==> config.mk <==
export PLATFORM = sky130hd
export DESIGN_NAME = i2c_status_tracker
export DESIGN_NICKNAME = d
export VERILOG_FILES = /design/src/rtl/i2cst_pkg.sv /design/src/rtl/i2cst_line_sync.sv /design/src/rtl/i2cst_cond_detect.sv /design/src/rtl/i2cst_flag_core.sv /design/src/rtl/i2cst_reg_port.sv /design/src/rtl/i2c_status_tracker.sv
export SDC_FILE = /design/constraint.sdc
export NUM_CORES = 1
export LEC_CHECK = 0
export ABC_CLOCK_PERIOD_IN_PS = 1000
export CAP_MARGIN = 20
export CORE_ASPECT_RATIO = 0.8
export CORE_UTILIZATION = 30
export CTS_CLUSTER_DIAMETER = 100
export DETAILED_ROUTE_END_ITERATION = 10
export PLACE_DENSITY = 0.7
export SETUP_SLACK_MARGIN = 0.5
export SYNTH_ARGS = -nofsm -noshare
export SYNTH_HDL_FRONTEND = slang
export SYNTH_SLANG_ARGS = --single-unit
==> constraint.sdc <==
create_clock -name clk -period 1 [get_ports clk]
set_clock_uncertainty 0.15 [all_clocks]
set_input_delay 0.2 -clock clk [delete_from_list [all_inputs] [get_ports clk]]
set_output_delay 0.2 -clock clk [all_outputs]
set_load 0.01 [all_outputs]
==> src/rtl/i2cst_pkg.sv <==
// Shared constants and types for the bus status tracker.
// Assumes the two bus lines are packed SCL at index 0 and SDA at index 1.
package i2cst_pkg;
    localparam int N_LINES  = 2;
    localparam int LINE_SCL = 0;
    localparam int LINE_SDA = 1;
    localparam int WORD_W   = 8;
    localparam int ST_MSL   = 0;
    localparam int ST_BUSY  = 1;
    localparam int ST_TRA   = 2;
    localparam int ST_GC    = 4;
    localparam int ER_BERR  = 0;
    localparam int ER_ARLO  = 1;

    typedef struct packed {
        logic start;
        logic stop;
        logic line_low;
    } bus_evt_t;
endpackage

==> src/rtl/i2cst_line_sync.sv <==
// Multi-stage synchronizer for a group of asynchronous lines, plus a
// one-cycle history register for edge detection.
// Assumes the lines idle high, so every stage resets to 1.
module i2cst_line_sync #(
    parameter int WIDTH  = 2,
    parameter int STAGES = 2
) (
    input  logic             clk,
    input  logic             rst_n,
    input  logic [WIDTH-1:0] raw,
    output logic [WIDTH-1:0] cur,
    output logic [WIDTH-1:0] prev
);
    logic [WIDTH-1:0] chain [STAGES];

    genvar g;
    generate
        for (g = 0; g < STAGES; g++) begin : g_stage
            if (g == 0) begin : g_first
                // capture the raw lines
                always_ff @(posedge clk) begin
                    if (!rst_n) chain[0] <= '1;
                    else        chain[0] <= raw;
                end
            end else begin : g_next
                // pass the value one stage further
                always_ff @(posedge clk) begin
                    if (!rst_n) chain[g] <= '1;
                    else        chain[g] <= chain[g-1];
                end
            end
        end
    endgenerate

    // hold the previous synchronized value for edge detection
    always_ff @(posedge clk) begin
        if (!rst_n) prev <= '1;
        else        prev <= chain[STAGES-1];
    end

    assign cur = chain[STAGES-1];
endmodule

==> src/rtl/i2cst_cond_detect.sv <==
// Finds Start and Stop conditions and a low level on either line from
// the synchronized current and previous line values.
// Assumes SCL and SDA never change together in one sampled step.
module i2cst_cond_detect
    import i2cst_pkg::*;
(
    input  logic [N_LINES-1:0] cur,
    input  logic [N_LINES-1:0] prev,
    output bus_evt_t           evt
);
    logic scl_high_both;

    // decode bus conditions from the line history
    always_comb begin
        scl_high_both = cur[LINE_SCL] & prev[LINE_SCL];
        evt.start     = scl_high_both & prev[LINE_SDA] & ~cur[LINE_SDA];
        evt.stop      = scl_high_both & ~prev[LINE_SDA] & cur[LINE_SDA];
        evt.line_low  = ~cur[LINE_SCL] | ~cur[LINE_SDA];
    end
endmodule

==> src/rtl/i2cst_flag_core.sv <==
// Holds the six status flags and applies their set and clear rules.
// Assumes controller strobes are single-cycle pulses; clears have priority
// over sets except for error flags, where a hardware set beats a software clear.
module i2cst_flag_core
    import i2cst_pkg::*;
#(
    parameter int ADDR_W = 8
) (
    input  logic              clk,
    input  logic              rst_n,
    input  bus_evt_t          evt,
    input  logic              periph_en,
    input  logic              gc_en,
    input  logic              start_gen,
    input  logic              addr_done,
    input  logic [ADDR_W-1:0] addr_byte,
    input  logic              arb_lost,
    input  logic              xfer_active,
    input  logic              clr_arlo,
    input  logic              clr_berr,
    output logic              msl,
    output logic              busy,
    output logic              tra,
    output logic              gcall,
    output logic              arlo,
    output logic              berr,
    output logic              rstart
);
    logic clr_common;
    logic gc_hdr;
    logic hw_arlo;
    logic hw_berr;

    // derive shared clear and set terms
    always_comb begin
        rstart     = evt.start & busy;
        clr_common = evt.stop | rstart | ~periph_en;
        gc_hdr     = addr_done & periph_en & gc_en & (addr_byte == '0);
        hw_arlo    = arb_lost & periph_en;
        hw_berr    = (evt.start | evt.stop) & xfer_active & periph_en;
    end

    // bus busy follows the lines regardless of enable
    always_ff @(posedge clk) begin
        if (!rst_n)            busy <= 1'b0;
        else if (evt.stop)     busy <= 1'b0;
        else if (evt.line_low) busy <= 1'b1;
    end

    // master role
    always_ff @(posedge clk) begin
        if (!rst_n)                                busy_guard_msl: msl <= 1'b0;
        else if (evt.stop | arb_lost | ~periph_en) msl <= 1'b0;
        else if (start_gen)                        msl <= 1'b1;
    end

    // transfer direction
    always_ff @(posedge clk) begin
        if (!rst_n)                      tra <= 1'b0;
        else if (clr_common | arb_lost)  tra <= 1'b0;
        else if (addr_done)              tra <= addr_byte[0];
    end

    // general call header seen
    always_ff @(posedge clk) begin
        if (!rst_n)          gcall <= 1'b0;
        else if (clr_common) gcall <= 1'b0;
        else if (gc_hdr)     gcall <= 1'b1;
    end

    // arbitration lost error flag
    always_ff @(posedge clk) begin
        if (!rst_n)          arlo <= 1'b0;
        else if (!periph_en) arlo <= 1'b0;
        else if (hw_arlo)    arlo <= 1'b1;
        else if (clr_arlo)   arlo <= 1'b0;
    end

    // misplaced start/stop error flag
    always_ff @(posedge clk) begin
        if (!rst_n)          berr <= 1'b0;
        else if (!periph_en) berr <= 1'b0;
        else if (hw_berr)    berr <= 1'b1;
        else if (clr_berr)   berr <= 1'b0;
    end
endmodule

==> src/rtl/i2cst_reg_port.sv <==
// Software view: assembles the two words, muxes the read data and turns
// writes to the error word into per-flag clear strobes.
// Assumes a single select bit: 0 status word, 1 error word.
module i2cst_reg_port
    import i2cst_pkg::*;
(
    input  logic              reg_addr,
    input  logic              reg_wr,
    input  logic [WORD_W-1:0] reg_wdata,
    input  logic              msl,
    input  logic              busy,
    input  logic              tra,
    input  logic              gcall,
    input  logic              arlo,
    input  logic              berr,
    output logic [WORD_W-1:0] stat_word,
    output logic [WORD_W-1:0] err_word,
    output logic [WORD_W-1:0] rdata,
    output logic              clr_arlo,
    output logic              clr_berr
);
    // pack flags into their bit positions
    always_comb begin
        stat_word         = '0;
        stat_word[ST_MSL] = msl;
        stat_word[ST_BUSY]= busy;
        stat_word[ST_TRA] = tra;
        stat_word[ST_GC]  = gcall;
        err_word          = '0;
        err_word[ER_BERR] = berr;
        err_word[ER_ARLO] = arlo;
    end

    // select read data and decode write-zero clears
    always_comb begin
        rdata    = reg_addr ? err_word : stat_word;
        clr_arlo = reg_wr & reg_addr & ~reg_wdata[ER_ARLO];
        clr_berr = reg_wr & reg_addr & ~reg_wdata[ER_BERR];
    end
endmodule

==> src/rtl/i2c_status_tracker.sv <==
// Top level: synchronizes the bus lines, detects bus conditions, keeps
// the status flags and serves the register port.
// Assumes clk is much faster than the bus clock.
module i2c_status_tracker
    import i2cst_pkg::*;
#(
    parameter int SYNC_STAGES = 2,
    parameter int ADDR_W      = 8
) (
    input  logic              clk,
    input  logic              rst_n,
    input  logic              scl_in,
    input  logic              sda_in,
    input  logic              periph_en,
    input  logic              gc_en,
    input  logic              start_gen,
    input  logic              addr_done,
    input  logic [ADDR_W-1:0] addr_byte,
    input  logic              arb_lost,
    input  logic              xfer_active,
    input  logic              reg_addr,
    input  logic              reg_wr,
    input  logic [WORD_W-1:0] reg_wdata,
    output logic [WORD_W-1:0] reg_rdata
);
    logic [N_LINES-1:0] raw_lines;
    logic [N_LINES-1:0] cur_lines;
    logic [N_LINES-1:0] prev_lines;
    bus_evt_t           bus_evt;
    logic               msl, busy, tra, gcall, arlo, berr, rstart;
    logic               clr_arlo, clr_berr;
    logic [WORD_W-1:0]  stat_word, err_word;

    assign raw_lines[LINE_SCL] = scl_in;
    assign raw_lines[LINE_SDA] = sda_in;

    i2cst_line_sync #(.WIDTH(N_LINES), .STAGES(SYNC_STAGES)) u_sync (
        .clk(clk), .rst_n(rst_n), .raw(raw_lines),
        .cur(cur_lines), .prev(prev_lines)
    );

    i2cst_cond_detect u_cond (
        .cur(cur_lines), .prev(prev_lines), .evt(bus_evt)
    );

    i2cst_flag_core #(.ADDR_W(ADDR_W)) u_flags (
        .clk(clk), .rst_n(rst_n), .evt(bus_evt),
        .periph_en(periph_en), .gc_en(gc_en), .start_gen(start_gen),
        .addr_done(addr_done), .addr_byte(addr_byte), .arb_lost(arb_lost),
        .xfer_active(xfer_active), .clr_arlo(clr_arlo), .clr_berr(clr_berr),
        .msl(msl), .busy(busy), .tra(tra), .gcall(gcall),
        .arlo(arlo), .berr(berr), .rstart(rstart)
    );

    i2cst_reg_port u_regs (
        .reg_addr(reg_addr), .reg_wr(reg_wr), .reg_wdata(reg_wdata),
        .msl(msl), .busy(busy), .tra(tra), .gcall(gcall),
        .arlo(arlo), .berr(berr),
        .stat_word(stat_word), .err_word(err_word), .rdata(reg_rdata),
        .clr_arlo(clr_arlo), .clr_berr(clr_berr)
    );
endmodule

# ---- After elaboration in Yosys (flattened, before gate mapping)
# Memories as Yosys holds them, arrays and structs flattened.
# Cells that the tools add are included.
dict set report word_totals {
  output_inout_bits 8
  regBits 8
  inputBits 28
  mem_count 1
  ram_bits 4
}
# name depth word_bits read_ports rd_clocked_by_memory_dff write_ports line
set memory_table {}
lappend memory_table {u_sync.chain 2 2 2 0 2 i2cst_line_sync.sv:14} ;# logic [WIDTH-1:0] chain [STAGES];
dict set report classes {
  muxes 9
  n_reduce_logical 8
  n_bitwise 31
}
# op count
set ops {}
lappend ops {{$and 1x1->1} 15}
lappend ops {{$or 1x1->1} 9}
lappend ops {{$logic_not 8->1} 1}
lappend ops {{$reduce_or 2->1} 4}
lappend ops {{$not 1->1} 7}
lappend ops {{$mux 1} 6}
lappend ops {{$mux 5} 1}
lappend ops {{$mux 2} 2}
lappend ops {{$reduce_bool 2->1} 2}
lappend ops {{$reduce_and 2->1} 1}

# ---- Longest topological paths before layout
# Gate-level depths: netlist of run 1.
# An unclocked memory read counts as a cell.
dict set report logic_depth {
  depth_word 9
  depth_mapped 3
}

# ---- By module
# Synthesis of run 1 repeated with hierarchy kept, for this count alone.
dict set report unflattened {
  cells_unflattened 68
  hier_area_um2 649.4
}
# module area_per_inst_um2 n_inst seq_area_each_um2 cells_per_inst
set by_module_without_submodules {}
lappend by_module_without_submodules {i2cst_flag_core 254.0 1 120.1 26}
lappend by_module_without_submodules {i2cst_reg_port 214.0 1 0.0 27}
lappend by_module_without_submodules {i2cst_line_sync 157.7 1 120.1 12}
lappend by_module_without_submodules {i2cst_cond_detect 23.8 1 0.0 3}

# ---- Worst setup path after synthesis of run 1
# Ideal clock, no wire load.
dict set report synth_timing {
  path_kind {reg2reg}
  startpoint {memory u_sync.chain[1][1]}
  endpoint {register u_flags.gcall}
  path_stages_with_launch 4
  period_less_slack_ns 1.004
  required_time_ns 0.727
  arrival_ns 0.731
  setup_slack_ns -0.004
  path_cell_list {dfxtp_1 -> nand3b_1 -> a21oi_1 -> nor3_1}
}
# item line
set synth_lines {}
lappend synth_lines {{from (decl)} i2cst_line_sync.sv:14}
lappend synth_lines {{to (signal assigned)} i2cst_flag_core.sv:66} ;# if (!rst_n) gcall <= 1'b0;
lappend synth_lines {{to (signal assigned)} i2cst_flag_core.sv:67} ;# else if (clr_common) gcall <= 1'b0;
lappend synth_lines {{to (signal assigned)} i2cst_flag_core.sv:68} ;# else if (gc_hdr) gcall <= 1'b1;
lappend synth_lines {{to (decl)} i2cst_flag_core.sv:24} ;# output logic gcall,

# ---- Final worst setup path of run 1
dict set report layout_timing {
  startpoint {register u_flags.busy}
  endpoint {output port reg_rdata[1]}
}
dict set report layout_via {
  elab_chain_len 1
}
# item line
set layout_lines {}
lappend layout_lines {{from (decl)} i2cst_flag_core.sv:22} ;# output logic busy,
lappend layout_lines {{from (signal assigned)} i2cst_flag_core.sv:45} ;# if (!rst_n) busy <= 1'b0;
lappend layout_lines {{from (signal assigned)} i2cst_flag_core.sv:46} ;# else if (evt.stop) busy <= 1'b0;
lappend layout_lines {{from (signal assigned)} i2cst_flag_core.sv:47} ;# else if (evt.line_low) busy <= 1'b1;
lappend layout_lines {{$mux 5} i2cst_reg_port.sv:36} ;# rdata = reg_addr ? err_word : stat_word;
lappend layout_lines {{to (decl)} i2c_status_tracker.sv:24} ;# output logic [WORD_W-1:0] reg_rdata
# No other way between the ends.

==> metrics.md, run 1 <==
| Metric | Value |
|---|---|
| Fin worst setup slack | `-0.3447 ns` |
| Die X | `48.68 µm` |
| Vias in the first global route | `452` |
| Final hold slack | `-0.04697 ns` |
| Post-DP Area | `850.8 µm²` |
| Drt total wl | `1366 µm` |
| Drt wl/cell | `12.31 µm` |
| Fmax | `743.6 MHz` |
| R2R setup slack | `-0.21 ns` |
| Final setup violation count | `8` |
| Worst skew pair latency | `0.27 ns` |
| Fin. max-slew vios | `0` |
| N_diodes | `0` |
| Final setup TNS | `-1.518 ns` |
| Comb pwr share | `0.198` |
| Final core utilization | `0.6069` |
| Final min period | `1.345 ns` |
| Period utilization | `1.345` |
| Initial Util | `0.3215` |
| FILL cells | `145` |
| # H-tree levels | `1` |
| Sw frac | `0.2256` |
| Post-route antenna net violation count | `0` |
| Clock sinks | `12` |
| Largest cells by area after synthesis | `dfxtp_1 (46%), buf_4 (5.7%), nor4_2 (4.8%)` |
| DRT iter0 DRCs | `6` |
| Count of cell types in the netlist | `23` |
| Routed via count | `487` |
| Failing checks | `hold timing, setup timing` |
| Leakage Power | `0.4335 nW` |
| CTS buffer count | `3` |
| Clk buf depth | `2` |
| Reg2Reg Launch Point | `u_flags.busy` |
| Post-synthesis cell area | `523.0 µm²` |
| Share of cells above drive strength 1 | `0.5169` |
| Ys Warns | `0` |
| Footprint of the multi-input gates | `340.3 µm²` |
| Post-route cell area | `987.2 µm²` |
| Row count | `13` |
| Outcome | `complete, but fails checks` |
| DP HPWL | `842.7 µm` |
| Critical path arrival | `0.99 ns` |
| Critical path fanouts, max | `2` |
| I/O Buffers | `25` |
| I/O pin total | `36` |
| Critical Path RT | `0.65 ns` |
| Clock slew at reported path FFs | `0.07 ns` |
| Antenna violations before repair | `0` |
| DR pass1 iterations | `2` |
| RSZ-0062 raised after global routing | `true` |
| Pwr dens | `1120 mW/mm²` |
| VDD IR-drop max | `0.0007562 V` |
| Clock share of power | `0.341` |
| CP Capture Type | `output port` |
| Area delta synth->final | `88.76%` |
| Tot GR Track Use | `0.1478` |
| Vias per Instance | `4.387` |
| P_sw | `0.2493 mW` |
| CTS tree | `built` |
| Hold Crit Class | `input pin to register` |
| FF/Latch Area | `252.7 µm²` |
| Crit path launch type | `register` |
| Final count of hold timing violations | `2` |
| Syn_area_per_cell | `9.868 µm²` |
| Seq/Total Area, Yosys | `0.4593` |
| Residual DRC count | `0` |
| #FFs+latches synth | `12` |
| Cell at the root of the clock tree | `clkbuf_4` |
| Full die area | `0.001915 mm²` |
| Grt ovf | `0` |
| Fin nets | `118` |
| Flop pwr share | `0.460` |
| Post-synth top area share | `0.4593` |
| R2R depth | `6` |
| Hold Startpoint | `rst_n` |
| Hold Crit Depth | `2` |
| Core ar. | `0.001627 mm²` |
| Largest net degree at the start of global routing | `9` |
| Synth area leader | `dfxtp_1` |
| CP startpoint | `u_flags.busy` |
| Post-Syn Instances | `53` |
| Critical path class | `register to output port` |
| Global-route wire length before repair | `1973 µm` |
| Number of max-cap violations | `0` |
| Pint | `0.8560 mW` |
| Vert. Die Dim | `39.35 µm` |
| Routability Congestion | `0.6831` |
## layer usage
layer  part of all wire  routed length, µm  GRT usage
met1               0.43                588     0.1644
met2               0.48                653     0.2569
met3              0.083                113    0.06977
met4             0.0073                 10    0.04412
met5                  0                  0          0
## cells in the mapped netlist
master	count
dfxtp_1	12
nor2b_1	2
nor3_1	2
and4bb_1	1
inv_1	1
a21oi_1	3
buf_4	4
nand4_1	1
mux2_2	2
nand2_2	1
conb_1	1
xor2_1	1
o21ai_0	3
mux2i_1	1
a31oi_1	1
nand2b_1	3
or2b_1	3
nor4b_2	1
nand2_1	3
nand3b_1	1
or2b_2	1
nor4_2	2
nor2_1	3
## critical path, stage by stage, from the launching register on
cell	delay, ns
dfxtp_2	0.33
mux2_4	0.28
buf_6	0.12
## flip-flops by register name, summed over array words and instances (netlist names)
signal,flops
u_flags.berr,1
u_flags.tra,1
u_flags.gcall,1
u_flags.msl,1
u_sync.prev,2
u_sync.chain,4
u_flags.arlo,1
u_flags.busy,1
## kinds of logic after synthesis
family                    synth area share
AOI/OAI and AO/OA                  0.06937
xor gates and xnor gates           0.01675
buffers and inverters              0.06459
DFF                                 0.4593
muxes                              0.06220
other                             0.007170
and+or+nand+nor                     0.3206
## layout make-up
cell class | instances | share of cell area
timing repair buffer | 33 | 0.3308
inverter | 1 | 0.003802
sequential | 12 | 0.2560
clock buffer | 4 | 0.03676
tap | 22 | 0.02788
multi-input combinational | 39 | 0.3447
## per-stage QoR
| step | power (mW) | setup WS, ns | std cells | hold WS [ns] |
|---|---|---|---|---|
| floorplan | 0.5858 | 0.05045 | 56 | 0.1136 |
| global placement | 0.6974 | -0.8939 | 102 | 0.2395 |
| detailed placement | 0.7007 | -0.9039 | 102 | 0.2463 |
| CTS | 1.099 | -0.3389 | 109 | -0.05554 |
| global route | 1.172 | -0.3802 | 111 | -0.06108 |
| finish | 1.105 | -0.3447 | 111 | -0.04697 |
## layout by cell type (no fill, tap or decap), types with 2 or more instances in the layout
| master | Yosys | layout |
|---|---|---|
| nor3_1 | 2 | 2 |
| buf_6 | 0 | 9 |
| or2b_1 | 3 | 3 |
| nand2_2 | 1 | 2 |
| nor2b_4 | 0 | 2 |
| nor2_1 | 3 | 2 |
| conb_1 | 1 | 4 |
| dfxtp_2 | 0 | 7 |
| clkdlybuf4s50_1 | 0 | 9 |
| a21oi_2 | 0 | 2 |
| o21ai_2 | 0 | 2 |
| dfxtp_1 | 12 | 4 |
| nor4_2 | 2 | 2 |
| mux2_4 | 0 | 2 |
| nand2b_4 | 0 | 3 |
| dlygate4sd2_1 | 0 | 8 |
| buf_4 | 4 | 4 |
| clkbuf_4 | 0 | 3 |
## path summary, 6_finish.rpt
path                        endpoint
hold / removal    u_sync.chain[1][0]
setup / recovery        reg_rdata[1]
hold reg to reg   u_sync.chain[1][1]
setup reg to reg       u_flags.gcall
## repair_timing
action,CTS,global route
setup endpoints to repair,16,15
buffers inserted,3,2
cloned,0,0
hold endpoints to repair,2,3
pin swaps,12,7
resized for setup,62,4
## power groups by stage
stage	clock network (mW)	registers [mW]	logic, mW
6_report	0.377	0.509	0.219
5_1_grt	0.426	0.511	0.236
4_1_cts	0.392	0.507	0.200
3_5_place_dp	0	0.517	0.184
3_3_place_gp	0	0.517	0.181
2_1_floorplan	0	0.515	0.0710
(Power assumes the default switching activity.)
==> inputs of run 2 (changes only) <==
- CORE_UTILIZATION: 30 -> 33
- SYNTH_HIERARCHICAL: unset -> 1
==> run 2 against run 1 <==
The flow finishes with violations (setup timing). Final cell count unchanged. First-iteration DRC count decreased by 67%. Register-to-register slack about the same. Synthesized area increased by 1.2%. Combinational power decreased by 6%. Highest routed layer is now met3.
==> metrics.md, run 2 <==
| Metric | Value |
|---|---|
| Most frequent cells in the layout | `dlygate4sd2_1 (10), buf_6 (7)` |
| Largest stage delay, worst path | `0.32 ns` |
| I/O pin total | `36` |
| Routability Congestion | `0.7011` |
| Failing checks | `setup timing` |
| Largest net degree at the start of global routing | `8` |
| Fin nets | `119` |
| Leakage Power | `0.4715 nW` |
| Tot GR Track Use | `0.1548` |
| Die X | `46.78 µm` |
| Final hold slack | `0.06783 ns` |
| # H-tree levels | `1` |
| Critical path fanouts, max | `2` |
| Max reg flops | `4` |
| Grt ovf | `0` |
| Cell at the root of the clock tree | `clkbuf_4` |
| Clk buf depth | `2` |
| CP max stage cell | `dfxtp_2` |
| Fin cells | `111` |
| Worst path cell trace | `mux2_4 > buf_6` |
| Hold Crit Class | `input pin to register` |
| Critical path arrival | `0.97 ns` |
| Drt total wl | `1160 µm` |
| Vert. Die Dim | `37.82 µm` |
| Largest registers | `u_sync/chain (4), u_sync/prev (2)` |
| Clock slew at reported path FFs | `0.07 ns` |
| Fmax | `758.8 MHz` |
| Initial Util | `0.3672` |
| CP Capture Type | `output port` |
| Fin. max-slew vios | `0` |
| Dpl ws | `-0.9392 ns` |
| Final core utilization | `0.6944` |
| Routed via count | `484` |
| Final min period | `1.318 ns` |
| Reg with most FFs | `u_sync/chain` |
| Crit path launch type | `register` |
| Number of max-cap violations | `0` |
| Post-CTS Hold Fix Bufs | `0` |
| Fin worst setup slack | `-0.3178 ns` |
| Global-route wire length before repair | `1814 µm` |
| Period utilization | `1.318` |
| Final setup violation count | `9` |
| Post-synthesis cell area | `529.3 µm²` |
| Share of cells above drive strength 1 | `0.5111` |
| Delay-heaviest family, CP | `flip-flops` |
| Drt wl/cell | `10.45 µm` |
| DRT iter0 DRCs | `2` |
| Residual DRC count | `0` |
| Post-Syn Instances | `52` |
| Commonest non-fill, non-tap cell in the layout | `dlygate4sd2_1` |
| Post-route cell area | `0.001001 mm²` |
| Core ar. | `0.001441 mm²` |
| Vias in the first global route | `435` |
| Row count | `12` |
| # placed instances | `104` |
| I/O Buffers | `25` |
| Post-route antenna net violation count | `0` |
| N_diodes | `0` |
| Syn_area_per_cell | `10.18 µm²` |
| DP HPWL | `873.5 µm` |
| VDD IR-drop max | `0.0007456 V` |
| Area delta synth->final | `89.13%` |
| Buf+Inv Stages, Crit Path | `1` |
| Worst skew pair latency | `0.27 ns` |
| Vias per Instance | `4.360` |
| FILL cells | `113` |
| Post-DP Area | `862.1 µm²` |
| Full die area | `0.001769 mm²` |
| Pwr dens | `1084 mW/mm²` |
| CTS tree | `built` |
| Critical Path RT | `0.65 ns` |
| CTS buffer count | `3` |
| Critical path class | `register to output port` |
| Clock sinks | `12` |
| Ys Warns | `6` |
| Outcome | `complete, but fails checks` |
| Final count of hold timing violations | `0` |
| Antenna violations before repair | `0` |
| DR pass1 iterations | `4` |
| RSZ-0062 raised after global routing | `true` |
## run 2: area by class of cell
type / count / area (µm²) / area share
multi-input cells: 38 / 355.3 / 0.3550
repair buffers: 35 / 331.6 / 0.3313
flip-flops and latches: 12 / 247.7 / 0.2475
clock buffers: 4 / 36.28 / 0.03625
well taps: 21 / 26.28 / 0.02625
inverters: 1 / 3.754 / 0.003750
## run 2: power breakdown
part | switching, mW | leakage (nW) | total (mW) | internal, mW
combinational | 0.0720 | 0.352 | 0.205 | 0.133
sequential | 0.00779 | 0.0986 | 0.504 | 0.497
clock | 0.154 | 0.0210 | 0.376 | 0.221
## run 2: layer usage
layer | part of all wire | up-vias | wire, µm | track usage
met3 | 0.097 | 0 | 113 | 0.07729
met1 | 0.40 | 218 | 467 | 0.1672
met5 | 0 | - | 0 | 0
li1 | - | 247 | - | -
met2 | 0.50 | 19 | 578 | 0.2535
met4 | 0 | 0 | 0 | 0.06429
## run 2: metrics by stage
step / power, mW / setup TNS, ns
after global placement: 0.6979 / -7.361
after floorplan: 0.5840 / -0.4827
after CTS: 1.089 / -1.760
after detailed placement: 0.7002 / -7.423
after global routing: 1.154 / -2.388
final: 1.085 / -1.960
## run 2: worst paths after layout
kind | depth (start not counted) | end | slack, ns | start
max | 2 | reg_rdata[1] | -0.32 | u_flags/busy
min | 2 | u_sync/chain[0][1] | 0.07 | sda_in
max reg2reg | 3 | u_flags/tra | -0.20 | u_sync/chain[1][0]
min reg2reg | 1 | u_sync/chain[1][1] | 0.26 | u_sync/chain[0][1]
## run 2: what timing repair did
item | CTS | global route
endpoints found under the hold margin | 0 | 0
setup endpoints to repair | 16 | 14
pin swaps | 10 | 1
buffers inserted | 1 | 2
gates resized for setup | 58 | 7
==> inputs of run 3 (changes only) <==
- ABC_CLOCK_PERIOD_IN_PS: 1000 -> unset
- PLACE_DENSITY: 0.7 -> 0.73
==> run 3 against run 2 <==
The run still ends with setup timing left. Utilization increased by 2.3 points. Cell area is 3.2% higher. Non-clock buffer count stayed put. Maximum frequency is 0.48% lower. Worst hold slack about the same. Largest cell class unchanged.
==> metrics.md, run 3 (synthesis results as in run 2) <==
| Metric | Value |
|---|---|
| Post-route antenna net violation count | `0` |
| FILL cells | `114` |
| Area delta synth->final | `95.27%` |
| Clk buf depth | `2` |
| Routed via count | `485` |
| Failing checks | `setup timing` |
| Pint | `0.8559 mW` |
| Buf+Inv Stages, Crit Path | `1` |
| Routability Congestion | `0.6948` |
| Fmax | `755.2 MHz` |
| Share of cells above drive strength 1 | `0.6000` |
| DP HPWL | `891.9 µm` |
| Final count of hold timing violations | `0` |
| Max reg flops | `4` |
| Number of max-cap violations | `0` |
| Hold Startpoint | `scl_in` |
| Clock slew at reported path FFs | `0.07 ns` |
| Core ar. | `0.001441 mm²` |
| # H-tree levels | `1` |
| Leakage Power | `0.4953 nW` |
| Residual DRC count | `0` |
| Antenna violations before repair | `0` |
| Most frequent cells in the layout | `dlygate4sd2_1 (10), dfxtp_2 (10), buf_4 (7)` |
| Period utilization | `1.324` |
| DR pass1 iterations | `5` |
| Tot GR Track Use | `0.1776` |
| CP Capture Type | `output port` |
| Cell at the root of the clock tree | `clkbuf_4` |
| Flop pwr share | `0.459` |
| Initial Util | `0.3672` |
| Die X | `46.78 µm` |
| Critical path fanouts, max | `2` |
| Reg2Reg Launch Point | `u_sync/chain[1][1]` |
| VDD IR-drop max | `0.0008023 V` |
| Fin worst setup slack | `-0.3241 ns` |
| I/O Buffers | `25` |
| Largest stage delay, worst path | `0.32 ns` |
| Clock sinks | `12` |
| Final min period | `1.324 ns` |
| Reg with most FFs | `u_sync/chain` |
| I/O pin total | `36` |
| Fin. max-slew vios | `0` |
| Final setup violation count | `9` |
| Hold Crit Class | `input pin to register` |
| CTS tree | `built` |
| Sw frac | `0.2248` |
| Vias in the first global route | `513` |
| Hold Crit Depth | `2` |
| Pwr dens | `1068 mW/mm²` |
| Vert. Die Dim | `37.82 µm` |
| RSZ-0062 raised after global routing | `true` |
| Drt wl/cell | `12.47 µm` |
| Global-route wire length before repair | `2042 µm` |
| Delay-heaviest family, CP | `flip-flops` |
| Drt total wl | `1384 µm` |
| Critical Path RT | `0.65 ns` |
| R2R setup slack | `-0.20 ns` |
| Full die area | `0.001769 mm²` |
| CP max stage cell | `dfxtp_2` |
| CTS buffer count | `3` |
| Comb pwr share | `0.197` |
| Fin nets | `119` |
| Worst path cell trace | `mux2_4 > buf_6` |
| DRT iter0 DRCs | `4` |
| Row count | `12` |
| Outcome | `complete, but fails checks` |
| Final setup TNS | `-1.883 ns` |
| Post-CTS Hold Fix Bufs | `0` |
| Clock share of power | `0.344` |
| Crit path launch type | `register` |
| Critical path class | `register to output port` |
| Vias per Instance | `4.369` |
| Worst skew pair latency | `0.27 ns` |
| R2R depth | `3` |
| P_sw | `0.2482 mW` |
| Final hold slack | `0.06764 ns` |
| Critical path arrival | `0.97 ns` |
| N_diodes | `0` |
| Largest registers | `u_sync/chain (4), u_sync/prev (2)` |
| Largest net degree at the start of global routing | `8` |
| R2R Path End | `u_flags/tra` |
| Grt ovf | `0` |
| Hold Path Sink | `u_sync/chain[0][0]` |
[run 3: timing repair]
action | CTS | global route
endpoints found under the setup margin | 16 | 14
resized for setup | 63 | 11
hold endpoints to repair | 0 | 0
buffers inserted | 1 | 2
pin swaps | 9 | 4
[run 3: power groups by stage]
stage                     Combinational, mW  Sequential (mW)  Clock [mW]
final                                 0.218            0.506       0.380
after global routing                  0.233            0.508       0.429
after CTS                             0.196            0.505       0.398
after detailed placement              0.186            0.514           0
after global placement                0.184            0.513           0
after floorplan                      0.0718            0.512           0
[run 3: area by class of cell]
class                   instances  area, µm²  share of cell area
repair buffers                 35      330.3              0.3196
inverters                       1      3.754            0.003632
multi-input cells              38      384.1              0.3717
clock buffers                   4      36.28             0.03511
flip-flops and latches         12      252.7              0.2446
well taps                      21      26.28             0.02542
[run 3: metal layers]
layer | vias to the layer above | routed length (µm) | part of all wire | track usage
met5 | - | 0 | 0 | 0
met4 | 0 | 0 | 0 | 0.06429
met3 | 0 | 87 | 0.063 | 0.07246
met2 | 21 | 755 | 0.55 | 0.3368
met1 | 214 | 541 | 0.39 | 0.1667
li1 | 250 | - | - | -
[run 3: metrics by stage]
stage	setup WS, ns	util	cells	instance area [µm²]	power, mW
6_report	-0.3241	0.7170	111	1033	1.104
5_1_grt	-0.3596	0.7170	111	1033	1.170
4_1_cts	-0.3403	0.6753	109	973.4	1.099
3_5_place_dp	-0.9364	0.5981	104	862.1	0.7005
3_3_place_gp	-0.9304	0.5981	104	862.1	0.6977
2_1_floorplan	-0.2024	-	55	563.0	0.5840
[run 3: how the worst max path moves through the flow]
stage	from	end	slack (ns)	cells after the start
after global placement	reg_addr	reg_rdata[1]	-0.93	3
after CTS	u_flags/busy	reg_rdata[1]	-0.34	2
after global routing	u_flags/busy	reg_rdata[1]	-0.36	2
after detailed placement	reg_addr	reg_rdata[1]	-0.94	3
after floorplan	u_sync/chain[1][1]	u_flags/tra	-0.20	3
final	u_flags/msl	reg_rdata[0]	-0.32	2
